--- src/rtl/cfg_stream_reader.sv ---
module cfg_stream_reader #(
  parameter int unsigned DEPTH = 64,
  parameter int unsigned REV0  = 0,
  parameter int unsigned REV1  = 16,
  parameter int unsigned REV2  = 32,
  parameter int unsigned REV3  = 48
) (
  input  logic       clk,
  input  logic       rst_n,
  input  logic       cclk_ext,
  input  logic       cclk_int,
  input  logic       cclk_src,
  input  logic       chip_en_n,
  input  logic       oe_rst_n,
  input  logic       cfg_pulse_n,
  input  logic       busy,
  input  logic       par_mode,
  input  logic [1:0] rev_sel,
  output logic [7:0] data_out,
  output logic [7:0] data_oe,
  output logic       clkout,
  output logic       clkout_oe
);
  localparam int unsigned AW = $clog2(DEPTH);
  localparam logic [AW-1:0] LAST = AW'(DEPTH - 1);

  function automatic logic [7:0] word_at(input logic [AW-1:0] a);
    logic [15:0] t;
    t = 16'(a) * 16'd29 + 16'd90;
    return t[7:0];
  endfunction

  logic          tick, active, cf_q, cf_rise, step, byte_done, serial_bit;
  logic [AW-1:0] addr, rev_base;
  logic [2:0]    bit_cnt, bit_q;
  logic [7:0]    byte_q;

  assign tick      = cclk_src ? cclk_int : cclk_ext;
  assign active    = ~chip_en_n & oe_rst_n;
  assign cf_rise   = cfg_pulse_n & ~cf_q;
  assign step      = tick & active & cfg_pulse_n & ~(par_mode & busy);
  assign byte_done = par_mode | (bit_cnt == 3'd7);

  always_comb begin
    case (rev_sel)
      2'd0:    rev_base = AW'(REV0);
      2'd1:    rev_base = AW'(REV1);
      2'd2:    rev_base = AW'(REV2);
      default: rev_base = AW'(REV3);
    endcase
  end

  always_ff @(posedge clk or negedge rst_n) begin
    if (!rst_n) begin
      addr    <= '0;
      bit_cnt <= '0;
      bit_q   <= '0;
      byte_q  <= '0;
      cf_q    <= 1'b1;
    end else begin
      cf_q   <= cfg_pulse_n;
      byte_q <= word_at(addr);
      bit_q  <= bit_cnt;
      if (!active) begin
        addr    <= '0;
        bit_cnt <= '0;
      end else if (cf_rise) begin
        addr    <= rev_base;
        bit_cnt <= '0;
      end else if (step) begin
        bit_cnt <= par_mode ? 3'd0 : bit_cnt + 3'd1;
        if (byte_done && addr != LAST) addr <= addr + 1'b1;
      end
    end
  end

  assign serial_bit = byte_q[3'd7 - bit_q];
  assign data_out   = !active ? 8'h00 : (par_mode ? byte_q : {7'b0, serial_bit});
  assign data_oe    = {{7{active & par_mode}}, active};
  assign clkout     = active & tick;
  assign clkout_oe  = active;

  AST_HOLD_NO_STEP: assert property (@(posedge clk) disable iff (!rst_n)
    (active && !step && !cf_rise) |=> $stable(addr));
  AST_OE_RESET: assert property (@(posedge clk) disable iff (!rst_n)
    !oe_rst_n |=> (addr == '0 && bit_cnt == 3'd0));
  AST_STANDBY_OFF: assert property (@(posedge clk) disable iff (!rst_n)
    chip_en_n |-> (data_oe == 8'h00 && !clkout_oe));
  AST_REV_LOAD: assert property (@(posedge clk) disable iff (!rst_n)
    (active && cf_rise) |=> addr == $past(rev_base));
  AST_SERIAL_NARROW: assert property (@(posedge clk) disable iff (!rst_n)
    !par_mode |-> data_oe[7:1] == 7'b0);
  AST_BUSY_STALL: assert property (@(posedge clk) disable iff (!rst_n)
    (active && par_mode && busy && !cf_rise) |=> $stable(addr));
  AST_NO_WRAP: assert property (@(posedge clk) disable iff (!rst_n)
    (active && addr == LAST && !cf_rise) |=> addr == LAST);
endmodule

--- config.mk ---
export PLATFORM = sky130hd
export DESIGN_NAME = cfg_stream_reader
export DESIGN_NICKNAME = d
export VERILOG_FILES = /design/src/rtl/cfg_stream_reader.sv
export SDC_FILE = /design/constraint.sdc
export NUM_CORES = 1
export LEC_CHECK = 0
export BUFFER_PORTS_ARGS = -buffer_cell sky130_fd_sc_hd__buf_2
export CORE_MARGIN = 2
export CORE_UTILIZATION = 40
export DETAILED_ROUTE_END_ITERATION = 10
export PLACE_DENSITY = 0.6
export SLEW_MARGIN = 25
export SYNTH_ARGS = -nofsm -noshare
export SYNTH_HDL_FRONTEND = slang
export SYNTH_SLANG_ARGS = --single-unit
--- constraint.sdc ---
create_clock -name clk -period 3.6 [get_ports clk]
set_input_delay 0 -clock clk [delete_from_list [all_inputs] [get_ports clk]]
set_output_delay 0 -clock clk [all_outputs]
set_load 0.1 [all_outputs]
# --- After elaboration in Yosys (flattened, before gate mapping) ---
# Cells that the tools add are included.
word_totals:
  regBits: 21
  inputBits: 12
  word_cells: 45
classes:
  add_sub_neg: 4
  n_mul: 1
  n_lt_le_gt_ge: 1
  eq_ne: 6
  mux: 14
  bitwise_logic: 11
  reduce_logical: 3
ops:
  columns: ["operator", "count"]
  rows:
  - ["2-to-1 mux 6 bit", 4]
  - ["one-hot mux 6 bit (3 select lines)", 1]
  - ["2-to-1 mux 8 bit", 2]
  - ["2-to-1 mux 3 bit", 4]
  - ["adder 8 x 7 -> 8 bit (second input constant)", 1]
  - ["multiplier 6 x 5 -> 8 bit (second input constant)", 1]
  - ["AND 1 bit", 7]
  - ["adder 6 x 1 -> 6 bit (second input constant)", 1]
  - ["inequality test 3 x 1 -> 1 bit (second input constant)", 2]
  - ["inequality test 6 bit (second input constant)", 1]
  - ["< comparator 3 x 4 -> 1 bit (second input constant)", 1]
  - ["adder 3 x 1 -> 3 bit (second input constant)", 1]
  - ["binary-select mux 1 bit (select 3 bit)", 1]
  - ["equality test 3 bit (second input constant)", 1]
  - ["inverter 1 bit", 3]
  - ["subtractor 3 bit (first input constant)", 1]
  - ["equality test 2 x 1 -> 1 bit (second input constant)", 1]
  - ["equality test 2 bit (second input constant)", 1]
  - ["logical NOT 2 bit", 1]
  - ["2-to-1 mux 1 bit", 2]
  - ["AND reduction 2 bit", 1]
  - ["logical AND 1 bit", 1]
  - ["OR 1 bit", 1]

# --- Logic depth before layout (Yosys ltp) ---
depth:
  depth_word: 8
  ltp_mapped: 11
  ltp_nobuf: 11

# --- Worst setup path before layout ---
# No wires, ideal clock.
synth_path:
  kind: "input to output"
  start: "input port chip_en_n"
  end: "output port data_out[0]"
  arrival_ns: 2.992
  required_ns: 3.600
  slack_ns: 0.608
  cell_stages: 4
  path_buffers: 1
  path_cell_list: "and2b_1 > clkbuf_1 > o21ai_0 > a21oi_1"
synth_via:
  elab_chain_cells: 3
synth_lines:
  columns: ["item", "line_no", "rtl"]
  rows:
  - ["start, declared", "13", "input logic chip_en_n,"]
  - ["inverter 1 bit", "39", "assign active = ~chip_en_n & oe_rst_n;"]
  - ["AND 1 bit", "39", null]
  - ["named net clkout_oe", "22", "output logic clkout_oe"]
  - ["2-to-1 mux 8 bit", "78", "assign data_out = !active ? 8'h00 : (par_mode ? byte_q : {7'b0, serial_bit});"]
  - ["end, declared", "19", "output logic [7:0] data_out,"]
# The timed path passes the listed nets, and every way through them passes these cells.

# --- Worst setup path after layout ---
layout_path:
  start: "register addr[1]"
  end: "register byte_q[7]"
layout_via:
  elab_chain_cells: 2
layout_lines:
  columns: ["item", "line_no", "rtl"]
  rows:
  - ["start, declared", "34", "logic [AW-1:0] addr, rev_base;"]
  - ["start signal, assigned", "68", "addr <= rev_base;"]
  - ["start signal, assigned", "72", "if (byte_done && addr != LAST) addr <= addr + 1'b1;"]
  - ["multiplier 6 x 5 -> 8 bit", "29", "t = 16'(a) * 16'd29 + 16'd90;"]
  - ["adder 8 x 7 -> 8 bit", "29", null]
  - ["end signal, assigned", "62", "byte_q <= word_at(addr);"]
  - ["end, declared", "36", "logic [7:0] byte_q;"]
# No other way between the ends.
# A chain may end at the register's enable or synchronous reset.

==> results by group <==
Run status
  • Status: complete, no violations

Clock network
  • Cts hold-fix bufs: 2
  • H-tree Lvls: 1
  • CTS sink count: 21
  • Clock root cell: clkbuf_8
  • Clk_lat worst skew: 260 ps
  • Setup Fix Bufs, Post-CTS: 0
  • # resized after CTS: 0
  • Max Buffers Root-to-Sink: 2
  • CTS tree: built
  • Clk pin slew, worst setup/hold paths: 80 ps
  • TritonCTS Buffers: 3

Timing
  • Final hold violation count: 0
  • Final min period: 3080 ps
  • Final setup viols: 0
  • Clock Skew: 4.58 ps
  • Highest clock rate: 325 MHz
  • Final TNS setup: 0 ps
  • Worst Max-Slew Pin Slew: 487 ps
  • Max-slew violation count: 0
  • RSZ-0062 raised after global routing: no
  • Tcrit/Tclk final: 85.5%
  • Slew HR: 67.8%
  • Worst Slack Setup Final: 522 ps

Place
  • Pre-CTS setup slack: 517 ps
  • Routability Congestion: 0.822
  • Port bufs: 29
  • Detail Placement HPWL: 2290 um

Setup path
  • Slowest cell on crit path: fa_1
  • Biggest cell delay along the critical path: 560 ps
  • Critical-path cell list: fa_1 -> fa_1 -> inv_1 -> fa_1 -> inv_1 -> ha_1 -> a21o_1 -> a21oi_1 -> xnor2_1
  • Worst Path Max Fanout: 9
  • Worst Setup Start Kind: register
  • Crit path DAT: 3270 ps
  • Most used cell, CP: fa_1
  • Setup Crit Path Kind: register to register
  • CP Data Required Time: 3790 ps
  • Endpoint class of the critical path: register

Layout
  • Most frequent cells in the layout: 29 x buf_2, 20 x ha_1, 20 x dfrtp_1
  • Multi-input combinational cell area: 866 um^2
  • Antenna diode count: 0
  • Share of cells above drive strength 1: 24.4%
  • Commonest non-fill, non-tap cell in the layout: buf_2
  • Area growth, synth to finish: 13.9%
  • Nets: 207
  • Sequential cell area: 527 um^2
  • Fillers: 339

Pwr
  • VDD IR max: 0.159 mV
  • Cell area power density: 298 mW/mm^2
  • Leak: 0.000890 uW

Yosys
  • Ys Warns: 0
  • Post-synth top flop: dfrtp_1
  • Number of synthesized flops with an enable pin: 0
  • Sequential share of the synthesized area: 34.6%
  • FFs w/ async S/R, synth: 100%
  • Synth top area share: 32.8%
  • Area leader, netlist: dfrtp_1
  • Mean Syn Cell Area: 10.7 um^2
  • Distinct cells, synth: 29
  • Synthesized area: 0.00152 mm^2
  • Mapped Nets: 180
  • #FFs+latches synth: 21
  • Largest cells by area after synthesis: dfrtp_1 33%, ha_1 16%, fa_1 7.9%
  • Cells after Synth: 142

Global route
  • First-pass GRT wire length: 4770 um
  • M1 GR Usage: 17.6%
  • Initial antenna violation count: 0
  • Total gr overflow: 0
  • Met2 Track Usage GR: 25.3%
  • Met3 usage: 3.25%
  • Number of global-route vias before repair: 1074
  • GRT Util Overall: 14.4%
  • Pin count of the biggest net entering global routing: 22
  • GR peak layer: met2

Floorplan
  • # IOs: 30
  • # rows: 22
  • Die Span X: 65.7 um
  • Die ar.: 0.00432 mm^2
  • Initial core utilization: 41.6%
  • Core box area: 0.00366 mm^2
  • Die H: 65.7 um

Job
  • Max Cap Violations: 0

Detailed routing
  • DRT Wirelength: 2790 um
  • WL per Instance: 12.9 um
  • Via count: 1072
  • Pre-antenna DRT Iters: 4
  • Vias per inst: 4.96
  • Initial DRC Count: 18
  • DRT antenna net count: 0
  • Number of remaining DRC errors: 0

Hold path
  • Worst Hold Class: primary input to register
worst max-delay path: cells and delay by family (launching register included):
family | cells | cell delay [ps]
AO/OA/AOI/OAI | 2 | 330
XOR/XNOR | 1 | 130
adder cells (fa/ha/maj) | 4 | 1930
buffers and inverters | 2 | 90
flip-flops | 1 | 530
final timing paths:
kind	from	end	slack, ps	depth (start not counted)
setup / recovery	addr[1]$_DFFE_PN0P_	byte_q[7]$_DFF_PN0_	520	9
hold / removal	rev_sel[0]	addr[4]$_DFFE_PN0P_	60	3
setup reg to reg	addr[1]$_DFFE_PN0P_	byte_q[7]$_DFF_PN0_	520	9
hold reg to reg	bit_cnt[1]$_DFFE_PN0P_	bit_q[1]$_DFF_PN0_	430	0
max in group asynchronous	rst_n	cf_q$_DFF_PN1_	3040	2
min in group asynchronous	rst_n	addr[4]$_DFFE_PN0P_	220	2
cells in the mapped netlist, drive strengths merged (5+ instances only):
master	instances
a21oi	8
and3	7
buf	7
dfrtp	20
fa	6
ha	20
inv	19
nand2	6
o21ai	7
or3	5
xnor2	10
area by class of cell:
class | count | share of cell area (%)
clock buffers | 3 | 2.38
clock inverters | 1 | 0.288
inverters | 19 | 4.11
multi-input cells | 93 | 49.9
flip-flops and latches | 21 | 30.4
well taps | 48 | 3.46
repair buffers | 31 | 9.52
power breakdown:
part / internal [uW] / switching (uW)
combinational: 27.6 / 86.1
clock: 77.2 / 80.0
sequential: 242 / 4.01
state kept, by name, indices dropped and copies added (netlist names):
register	count
byte_q	8
addr	6
bit_cnt	3
bit_q	3
cf_q	1
through the flow:
step           utilization, %  total power (uW)  cell area (um^2)  cells  hold WS, ps
5_1_grt                  47.4               540              1740    216         52.8
3_5_place_dp             45.6               364              1670    210        -25.7
2_1_floorplan               -               342              1520    142         -296
3_3_place_gp             45.6               362              1670    210        -22.8
4_1_cts                  47.4               520              1740    216         54.2
6_report                 47.4               517              1740    216         59.3
cell families after synthesis:
kind of cell / share of synthesized area [%]
xor+xnor: 5.75
mux: 5.66
compound gates: 9.69
fa+ha+maj: 24.3
flops: 34.6
buf+inv: 8.62
simple gates: 11.4
metal layers:
layer  up-vias  share of wire (%)
met5         -                  0
met4         0               0.79
met3         4                3.9
met2        25                 50
met1       523                 45
li1        520                  -
Note: power is estimated with default switching activity, not from simulation.
